===== config.mk =====
export PLATFORM = sky130hd
export DESIGN_NAME = rev_prbg
export DESIGN_NICKNAME = d
export VERILOG_FILES = /design/src/rtl/rev_prbg_pkg.sv /design/src/rtl/rev_prbg_ctrl.sv /design/src/rtl/rev_prbg_mix.sv /design/src/rtl/rev_prbg_state.sv /design/src/rtl/rev_prbg.sv
export SDC_FILE = /design/constraint.sdc
export NUM_CORES = 1
export LEC_CHECK = 0
export BUFFER_PORTS_ARGS = -buffer_cell sky130_fd_sc_hd__buf_2
export CORE_MARGIN = 2
export CORE_UTILIZATION = 35
export DETAILED_ROUTE_END_ITERATION = 7
export HOLD_SLACK_MARGIN = 0.03
export REMOVE_ABC_BUFFERS = 1
export SETUP_SLACK_MARGIN = 0.3
export SLEW_MARGIN = 10
export SYNTH_ARGS = -nofsm -noshare
export SYNTH_HDL_FRONTEND = slang
export SYNTH_SLANG_ARGS = --single-unit

===== constraint.sdc =====
create_clock -name clk -period 1.1 [get_ports clk]
set_input_delay 0.055 -clock clk [delete_from_list [all_inputs] [get_ports clk]]
set_output_delay 0.055 -clock clk [all_outputs]
set_load 0.02 [all_outputs]

===== src/rtl/rev_prbg_pkg.sv =====
package rev_prbg_pkg;
  typedef enum logic [1:0] {
    OP_HOLD = 2'd0,
    OP_SEED = 2'd1,
    OP_FLIP = 2'd2,
    OP_MOVE = 2'd3
  } prbg_op_e;
endpackage


===== src/rtl/rev_prbg_ctrl.sv =====
module rev_prbg_ctrl
  import rev_prbg_pkg::*;
(
  input  logic     seed_load,
  input  logic     flip,
  input  logic     step,
  output prbg_op_e op
);
  // Fixed priority: seed, then flip, then move.
  always_comb begin
    if (seed_load)  op = OP_SEED;
    else if (flip)  op = OP_FLIP;
    else if (step)  op = OP_MOVE;
    else            op = OP_HOLD;
  end
endmodule


===== src/rtl/rev_prbg_mix.sv =====
module rev_prbg_mix #(
  parameter int HALF_W = 48,
  parameter int ROT_A  = 5,
  parameter int ROT_B  = 11,
  parameter int ROT_C  = 23,
  parameter int ROT_D  = 45
) (
  input  logic [HALF_W-1:0] x,
  output logic [HALF_W-1:0] y
);
  localparam logic [127:0] KSRC = {2{64'h9E3779B97F4A7C15}};
  localparam logic [HALF_W-1:0] KMIX = KSRC[HALF_W-1:0];

  function automatic logic [HALF_W-1:0] rotl(input logic [HALF_W-1:0] v, input int s);
    logic [2*HALF_W-1:0] dbl;
    dbl = {v, v} << s;
    return dbl[2*HALF_W-1:HALF_W];
  endfunction

  function automatic logic [HALF_W-1:0] one_way(input logic [HALF_W-1:0] v);
    return rotl(v, ROT_A) ^ (rotl(v, ROT_B) & rotl(v, ROT_C)) ^ rotl(v, ROT_D) ^ KMIX;
  endfunction

  assign y = one_way(x);
endmodule


===== src/rtl/rev_prbg_state.sv =====
module rev_prbg_state
  import rev_prbg_pkg::*;
#(
  parameter int HALF_W = 48
) (
  input  logic              clk,
  input  logic              rst,
  input  prbg_op_e          op,
  input  logic [HALF_W-1:0] seed_data,
  input  logic [HALF_W-1:0] mix_out,
  output logic [HALF_W-1:0] left_q,
  output logic [HALF_W-1:0] right_q
);
  logic [HALF_W-1:0] left_d, right_d;

  always_comb begin
    left_d  = left_q;
    right_d = right_q;
    unique case (op)
      OP_SEED: begin left_d = right_q; right_d = seed_data;        end
      OP_FLIP: begin left_d = right_q; right_d = left_q;           end
      OP_MOVE: begin left_d = right_q; right_d = left_q ^ mix_out; end
      default: ;
    endcase
  end

  always_ff @(posedge clk) begin
    if (rst) begin
      left_q  <= '0;
      right_q <= '0;
    end else begin
      left_q  <= left_d;
      right_q <= right_d;
    end
  end

  // idle holds the state
  p_hold_r9: assert property (@(posedge clk) disable iff (rst)
    (op == OP_HOLD) |=> ($stable(left_q) && $stable(right_q)));
  // flip exchanges halves
  p_flip_swap_r5: assert property (@(posedge clk) disable iff (rst)
    (op == OP_FLIP) |=> (left_q == $past(right_q) && right_q == $past(left_q)));
  // move shifts right into left and mixes
  p_move_round_r3: assert property (@(posedge clk) disable iff (rst)
    (op == OP_MOVE) |=> (left_q == $past(right_q) && right_q == ($past(left_q) ^ $past(mix_out))));
  // seed shifts in
  p_seed_shift_r2: assert property (@(posedge clk) disable iff (rst)
    (op == OP_SEED) |=> (left_q == $past(right_q) && right_q == $past(seed_data)));
endmodule


===== src/rtl/rev_prbg.sv =====
module rev_prbg
  import rev_prbg_pkg::*;
#(
  parameter int HALF_W = 48,
  parameter int BYTE_W = 8
) (
  input  logic              clk,
  input  logic              rst,
  input  logic              seed_load,
  input  logic [HALF_W-1:0] seed_data,
  input  logic              step,
  input  logic              flip,
  output logic [BYTE_W-1:0] rnd_byte
);
  localparam int TOP_LO = HALF_W - BYTE_W;

  prbg_op_e          op;
  logic [HALF_W-1:0] left_q, right_q, mix_out;

  function automatic logic [BYTE_W-1:0] fold(input logic [HALF_W-1:0] a,
                                             input logic [HALF_W-1:0] b);
    return a[HALF_W-1:TOP_LO] ^ b[HALF_W-1:TOP_LO];
  endfunction

  rev_prbg_ctrl u_ctrl (
    .seed_load (seed_load),
    .flip      (flip),
    .step      (step),
    .op        (op)
  );

  rev_prbg_mix #(.HALF_W(HALF_W)) u_mix (
    .x (right_q),
    .y (mix_out)
  );

  rev_prbg_state #(.HALF_W(HALF_W)) u_state (
    .clk       (clk),
    .rst       (rst),
    .op        (op),
    .seed_data (seed_data),
    .mix_out   (mix_out),
    .left_q    (left_q),
    .right_q   (right_q)
  );

  assign rnd_byte = fold(left_q, right_q);

  // step together with flip acts as a flip only
  p_flip_wins_r8: assert property (@(posedge clk) disable iff (rst)
    (flip && step && !seed_load) |=> (left_q == $past(right_q) && right_q == $past(left_q)));
  // output byte unchanged across a flip
  p_flip_byte_r5: assert property (@(posedge clk) disable iff (rst)
    (flip && !seed_load) |=> $stable(rnd_byte));
  // no strobe keeps the output
  p_idle_byte_r9: assert property (@(posedge clk) disable iff (rst)
    (!flip && !step && !seed_load) |=> $stable(rnd_byte));
endmodule


* After elaboration in Yosys (flattened, before gate mapping)
Cells that the tools add are included.
** Word-level totals
- Input bits :: 53
- Bits in registers :: 96
** Operators by class
- Reductions and logical operators :: 2
- Multiplexer cells :: 4
- Bitwise logic cells :: 6
- Equal/unequal tests :: 3
** Operators with widths (count)
- 48-bit one-hot mux with 3 select lines :: 1
- 48-bit bitwise XOR :: 3
- 48-bit bitwise AND :: 1
- 28-bit NOT :: 1
- 8-bit bitwise XOR :: 1
- 2-bit 2-to-1 mux :: 3
- 2-bit == test, second input constant :: 2
- 3-bit nonzero test :: 1
- 3-bit OR reduction :: 1
- 2-bit by 1-bit == test with 1-bit output, second input constant :: 1

* Longest topological paths before layout
Gate-level depths: netlist of the first run.
- Depth after elaboration :: 6
- Gate-level depth with buffers :: 7
- Mapped depth without buffers :: 4

* By module
A second synthesis of the first run with hierarchy kept.
** Second synthesis, totals
- Cells, all modules :: 686
- Area, all modules :: 5535.3 µm²
** Modules (own cells, without submodules)
- rev_prbg_state :: cells each 530, area an instance 4425.5 µm², times used 1, seq. area each 1921.8 µm²
- rev_prbg_mix :: cells each 144, area an instance 1021.0 µm², times used 1, seq. area each 0.0 µm²
- rev_prbg :: cells each 8, area an instance 70.1 µm², times used 1, seq. area each 0.0 µm²
- rev_prbg_ctrl :: cells each 4, area an instance 18.8 µm², times used 1, seq. area each 0.0 µm²

* Worst setup path after synthesis of the first run
No wires, ideal clock.
- Path type :: register -> register
- Start :: register, netlist name u_state.right_q[35]
- End :: register u_state.right_q[35]
- Stages on the path, launching flop included :: 5
- Slack :: -74 ps
- Arrival :: 1042 ps
- Period minus slack after synthesis :: 1174 ps
- Setup time :: 132 ps
- Cell sequence :: dfxtp_1 buf_2 o311ai_0 a2bb2oi_1 o21ai_1
** RTL lines
- to (signal assigned) :: line rev_prbg_state.sv:33 : right_q <= right_d;
- to (decl) :: line rev_prbg_state.sv:12 : output logic [HALF_W-1:0] right_q

* Worst setup path in the final report of the first run
- Start :: register u_state.right_q[22]
- End :: register u_state.right_q[45]
** Between the ends
- Cells in the longest elaborated chain, start to end :: 6
** RTL lines
- 48-bit bitwise AND :: line rev_prbg_mix.sv:21 : return rotl(v, ROT_A) ^ (rotl(v, ROT_B) & rotl(v, ROT_C)) ^ rotl(v, ROT_D) ^ KMIX;
- 48-bit bitwise XOR (2 in a row) :: line rev_prbg_mix.sv:21
- 28-bit NOT (no source line)
- 48-bit bitwise XOR :: line rev_prbg_state.sv:22 : OP_MOVE: begin left_d = right_q; right_d = left_q ^ mix_out; end
- 48-bit one-hot mux with 3 select lines :: line rev_prbg_state.sv:19 : unique case (op)
Every way passes these cells.
A chain may end at the register's enable or synchronous reset.

==> results.cfg, run 1 <==
[timing]
rsz0062_at_grt = yes
fin_ws_ns = -0.225
skew_ns = 0.00471
setup-violations-final = 56
period_share_pct = 120
maxSlewViolCount = 0
hold_viol = 0
worst_pin_slew_ns = 0.478
fmax_mhz = 755
finalSetupTns_ns = -6.58
fin_crit_ns = 1.32
relSlewSlack_pct = 68.1

[synthesis]
ys_types = 24
ys_warn_count = 0
syn_area_mm2 = 0.00619
syn-mean-instance-area_um2 = 8.12
syn_inst = 762
ys_seq_area_share_pct = 31.1
synth_seq_cells = 96

[worst_setup_path]
rr_startpoint = u_state.right_q[22]$_SDFFE_PP0P_
critPathKind = flop to flop
crit_chain = nand2_1, xnor2_2, buf_4, mux2i_1, o21ai_1
startpoint = u_state.right_q[22]$_SDFFE_PP0P_
arrival_ns = 1.56
crit_fanout = 6
r2r_end = u_state.right_q[45]$_SDFFE_PP0P_
r2r_slack_ns = -0.22
worstSetupEndpoint = u_state.right_q[45]$_SDFFE_PP0P_
startpoint_type = flop
crit_slowest_cell = dfxtp_4
crit_required_ns = 1.34
rr_worst_depth = 5
cpPeakStageDelay_ns = 0.44
cp-end-kind = flop

[routing]
viasPerCell = 5.57
drt-initial-drc-count = 569
drt-total-wl_mm = 24.6
wl_per_cell_um = 21.1
drc_errors = 0
met3WireLength_mm = 1.39
via_count = 6481
ant_nets = 0
dr.pass1.iters = 5
met1Wirelength_mm = 10.1
top_layer = met4
met2_length_mm = 12.3

[cts]
clkLatencyLatePin_ns = 0.35
numCtsBuffers = 9
path_clk_slew_ns = 0.07
clockRootBuffer = clkbuf_16
cts_buffer_depth = 2
htreeDepth = 3
cts_tree = built
clock-sinks = 96

[finish]
nNetsFinal = 989
syn2layout_area_growth_pct = 77.6
utilization_pct = 63.5
finish.instance_area_mm2 = 0.0110
antenna_cells = 0
drive_above_1_share_pct = 52.3
layout.cells.non_filler = 1164

[floorplan]
start_util_pct = 35.8
dieWidth_um = 137
fp-row-count = 48
core-area_mm2 = 0.0173
boundaryPins = 61
dieArea_mm2 = 0.0188
dieHeight_um = 137

[global_route]
overflow = 0
grt_util_all_layers_pct = 24.2
grt_max_degree = 67
grt_pass1_vias = 6171
grt_pass1_wl_mm = 34.6
antenna_found_initial = 0

[run_status]
failed_checks = setup timing
outcome = finished, violations left

[power_and_ir_drop]
pwr-share-clk_pct = 24.1
p_seq_share_pct = 36.7
leakagePower_uw = 0.00460
pwr_density_cell_mw_per_mm2 = 1170
ir_drop_v = 0.000849
p_switching_uw = 4440
p_sw_share_pct = 34.7
internal_power_uw = 8370
combPwrFrac_pct = 39.2

[placement]
dp_hpwl_mm = 12.9
placed_area_mm2 = 0.00725
numPortBuffers = 60
dp_cells = 1065
place_ws_ns = -0.300
place_congestion = 0.825

[hold_path]
hold_path_class = primary input to flop

[run]
maxCapViolCount = 0
==> power groups by stage <==
stage | clock network [µW] | logic [µW] | registers [µW]
floorplan | 0 | 1860 | 4220
global placement | 0 | 2980 | 4410
detailed placement | 0 | 2980 | 4410
CTS | 3110 | 4160 | 4520
global route | 3220 | 5270 | 4730
finish | 3090 | 5020 | 4700
==> cell type report <==
cell class / instances / area [µm²]
Fill cell: 1249 / 6310
Sequential cell: 96 / 2100
Timing Repair Buffer: 239 / 2350
Tap cell: 225 / 282
Inverter: 1 / 3.75
Clock buffer: 14 / 274
Multi-Input combinational cell: 589 / 5980
==> worst min path at each step <==
stage | to | startpoint | cells past startpoint
2_1_floorplan | u_state.left_q[0]$_SDFFE_PP0P_ | rst | 1
3_3_place_gp | u_state.right_q[5]$_SDFFE_PP0P_ | seed_data[5] | 3
3_5_place_dp | u_state.right_q[3]$_SDFFE_PP0P_ | seed_data[3] | 3
4_1_cts | u_state.right_q[31]$_SDFFE_PP0P_ | seed_data[31] | 5
5_1_grt | u_state.right_q[31]$_SDFFE_PP0P_ | seed_data[31] | 5
6_report | u_state.right_q[31]$_SDFFE_PP0P_ | seed_data[31] | 5
==> synthesized netlist by cell type <==
cell type / n / share of area [%]
a21oi_1: 48 / 3.9
a221oi_1: 1 / 0.14
a2bb2oi_1: 47 / 6.7
buf_2: 37 / 3.0
buf_4: 2 / 0.24
buf_6: 4 / 0.73
clkbuf_1: 23 / 1.4
clkbuf_2: 10 / 0.81
dfxtp_1: 96 / 31
inv_1: 1 / 0.061
mux2i_1: 48 / 7.8
nand2_1: 145 / 8.8
nand2b_1: 94 / 9.5
nor2_1: 3 / 0.18
nor2b_1: 1 / 0.10
nor3_2: 1 / 0.16
o21ai_0: 36 / 2.9
o21ai_1: 12 / 0.97
o311ai_0: 6 / 0.85
o311ai_1: 41 / 5.8
or3_1: 1 / 0.10
or4bb_1: 1 / 0.18
xnor2_1: 76 / 11
xor2_1: 28 / 4.0
==> registers in the layout, summed over array words and instances, names as in the netlist <==
signal	count
u_state.left_q	48
u_state.right_q	48
==> logic make-up (layout without fill, tap and decap cells) <==
logic type                count (synthesis)  count (layout)  share of synthesized area [%]
xor gates and xnor gates                104             104                           14.7
and+or+nand+nor                         246             246                           19.0
AOI/OAI and AO/OA                       191             191                           21.2
DFF                                      96              96                           31.1
buffers and inverters                    77             254                           6.23
muxes                                    48              48                           7.76
==> per-layer routing <==
layer	global-route usage (%)	vias up
met5	0	-
met4	7.62	0
met3	3.78	69
met2	40.7	260
met1	31.8	3167
li1	-	2985
==> critical path: cells and delay by family, from the launching register on <==
| family | cells | cell delay (ns) |
|---|---|---|
| and+or+nand+nor | 1 | 0.16 |
| DFF | 1 | 0.44 |
| buffers and inverters | 1 | 0.15 |
| muxes | 1 | 0.19 |
| AOI/OAI and AO/OA | 1 | 0.07 |
| xor gates and xnor gates | 1 | 0.19 |
==> layout by cell type, fill, tap and decap left out, types with 3 or more instances in the layout <==
master,count
nand2b_1,94
nand2_1,82
buf_4,63
buf_6,55
xnor2_2,49
buf_2,49
mux2i_1,48
dfxtp_4,48
o21ai_1,47
dlygate4sd3_1,47
dfxtp_1,46
nand2_4,44
a2bb2oi_1,39
a21oi_2,38
o311ai_4,26
nand2_2,19
buf_12,18
xnor2_4,17
o311ai_2,15
clkbuf_16,11
xor2_1,10
xor2_4,10
xnor2_1,10
a21oi_1,10
xor2_2,8
a2bb2oi_2,8
o311ai_1,6
clkbuf_8,3
buf_16,3
==> metrics by stage <==
| stage | power [µW] | hold slack, ns |
|---|---|---|
| floorplan | 6090 | 0.124 |
| global placement | 7390 | 0.274 |
| detailed placement | 7390 | 0.269 |
| CTS | 11800 | 0.0564 |
| global route | 13200 | 0.140 |
| finish | 12800 | 0.0713 |
==> repair_timing <==
action,in CTS,in global routing
setup endpoints to repair,101,97
endpoints found under the hold margin,47,0
gates resized for setup,372,170
pin swaps,127,93
hold buffers,47,0
gates cloned,4,2
setup buffers,20,12
Note: power is estimated with default switching activity, not from simulation.
==> run 2, diff against run 1 <==
--- a/config.mk
+++ b/config.mk
@@ -7,12 +7,15 @@
 export LEC_CHECK = 0
 export BUFFER_PORTS_ARGS = -buffer_cell sky130_fd_sc_hd__buf_2
 export CORE_MARGIN = 2
-export CORE_UTILIZATION = 35
+export CORE_UTILIZATION = 52
 export DETAILED_ROUTE_END_ITERATION = 7
 export HOLD_SLACK_MARGIN = 0.03
+export MAX_ROUTING_LAYER = met4
+export PLACE_DENSITY = 0.74
 export REMOVE_ABC_BUFFERS = 1
 export SETUP_SLACK_MARGIN = 0.3
 export SLEW_MARGIN = 10
 export SYNTH_ARGS = -nofsm -noshare
 export SYNTH_HDL_FRONTEND = slang
 export SYNTH_SLANG_ARGS = --single-unit
+export TNS_END_PERCENT = 50
==> run 2 against run 1 <==
The run ends with DRC, setup timing left. Sequential cell count did not move. Via count up 18%. Register-to-register slack lost 0.18 ns. Fmax fell by 12%. Routed wire length grew 27%. Clock skew increased by 0.0046 ns. Critical path depth unchanged. Final area is 6.4% lower. Final cell count down 8.8%. Largest cell class unchanged.
==> results.cfg, run 2 (same netlist as run 1, synthesis figures left out) <==
[routing]
drt-initial-drc-count = 1211
viasPerCell = 7.21
ant_nets = 0
drt-total-wl_mm = 31.3
dr.pass1.iters = 8
wl_per_cell_um = 29.5
via_count = 7652
drc_errors = 32

[floorplan]
fp-row-count = 39
core-area_mm2 = 0.0115
dieHeight_um = 113
dieWidth_um = 113
boundaryPins = 61
dieArea_mm2 = 0.0128
start_util_pct = 53.7

[global_route]
antenna_found_initial = 1
grt_pass1_vias = 7193
grt_max_degree = 28
grt_util_all_layers_pct = 40.7
grt_pass1_wl_mm = 39.0
overflow = 0

[worst_setup_path]
crit_required_ns = 1.34
worstSetupEndpoint = u_state.right_q[39]$_SDFFE_PP0P_
r2r_end = u_state.right_q[39]$_SDFFE_PP0P_
startpoint = u_state.right_q[42]$_SDFFE_PP0P_
cp-end-kind = flop
startpoint_type = flop
crit_fanout = 4
arrival_ns = 1.75
critPathKind = flop to flop
rr_worst_depth = 5
rr_startpoint = u_state.right_q[42]$_SDFFE_PP0P_
r2r_slack_ns = -0.40

[finish]
nNetsFinal = 969
reg_top3 = u_state.left_q (48), u_state.right_q (48)
syn2layout_area_growth_pct = 66.2
layout.cells.non_filler = 1062
final_common_cell = nand2b_1
layout_common_cells = 94 x nand2b_1, 84 x buf_4, 79 x nand2_1, 55 x xnor2_2, 50 x buf_2
drive_above_1_share_pct = 51.7

[placement]
numPortBuffers = 60
dp_cells = 983
place_congestion = 0.929
dp_hpwl_mm = 12.8

[timing]
hold_viol = 0
period_share_pct = 137
worst_pin_slew_ns = 0.990
worst_hold_slack_ns = 0.142
rsz0062_at_grt = yes
finalSetupTns_ns = -10.90
maxSlewViolCount = 0
relSlewSlack_pct = 33.9
skew_ns = 0.00928
setup-violations-final = 57
fin_crit_ns = 1.50
fmax_mhz = 666
fin_ws_ns = -0.403

[cts]
numCtsBuffers = 9
htreeDepth = 3
clkLatencyLatePin_ns = 0.37
clock-sinks = 96
cts_buffer_depth = 2
clockRootBuffer = clkbuf_16
cts_tree = built
path_clk_slew_ns = 0.07

[power_and_ir_drop]
leakagePower_uw = 0.00419
pwr_density_cell_mw_per_mm2 = 1240
ir_drop_v = 0.00148

[hold_path]
hold_path_class = primary input to flop

[run]
maxCapViolCount = 0

[run_status]
outcome = finished, violations left
failed_checks = DRC, setup timing
run 2: layer usage:
layer  vias to the layer above  track usage, %  share of wire [%]
li1                       2931               -                  -
met1                      3563            46.7                 34
met2                       802            65.1                 44
met3                       356            8.89                 12
met4                         0            24.5                 10
met5                         -               -                  0
run 2: stage by stage:
stage | area, µm² | setup slack (ns) | utilization [%] | power (µW)
detailed placement | 7130 | -0.505 | 61.9 | 7360
floorplan | 5810 | -1.17 | - | 6090
finish | 10300 | -0.403 | 89.3 | 12800
global placement | 7130 | -0.467 | 61.9 | 7240
CTS | 9520 | -0.155 | 82.7 | 11400
global route | 10300 | -0.425 | 89.3 | 13000
run 2: worst min path at each step:
| stage | start | end | slack (ns) | cells after the start |
|---|---|---|---|---|
| 5_1_grt | seed_data[31] | u_state.right_q[31]$_SDFFE_PP0P_ | 0.13 | 5 |
| 2_1_floorplan | rst | u_state.left_q[0]$_SDFFE_PP0P_ | 0.12 | 1 |
| 6_report | seed_data[31] | u_state.right_q[31]$_SDFFE_PP0P_ | 0.14 | 5 |
| 4_1_cts | seed_data[31] | u_state.right_q[31]$_SDFFE_PP0P_ | 0.1 | 5 |
| 3_3_place_gp | seed_data[38] | u_state.right_q[38]$_SDFFE_PP0P_ | 0.26 | 3 |
| 3_5_place_dp | seed_data[40] | u_state.right_q[40]$_SDFFE_PP0P_ | 0.27 | 3 |
run 2: layout make-up:
cell class                 instances  area [µm²]
clock inverter                     1        5.00
timing repair buffer             218        1900
fill                             409        1230
tap                              143         179
sequential                        96        2100
multi-input combinational        590        5830
clock buffer                      12         256
inverter                           1        3.75
antenna                            1        2.50
run 2: where the power goes:
group	internal, µW	switching (µW)	leakage, µW
clock network	1620	1460	0.000130
logic	2520	2450	0.00324
registers	3820	929	0.000822
run 2: what timing repair did:
action | in CTS | in global routing
resized for setup | 371 | 116
hold endpoints to repair | 47 | 0
cloned | 1 | 1
endpoints found under the setup margin | 104 | 104
hold buffers | 47 | 0
pin swaps | 187 | 73
setup buffers | 12 | 4
run 2: worst max-delay path, cell delays in order, from the launching register on:
cell     delay (ns)
dfxtp_4        0.39
buf_12         0.14
xnor2_4        0.12
xnor2_2        0.34
mux2i_1        0.29
o21ai_1        0.09
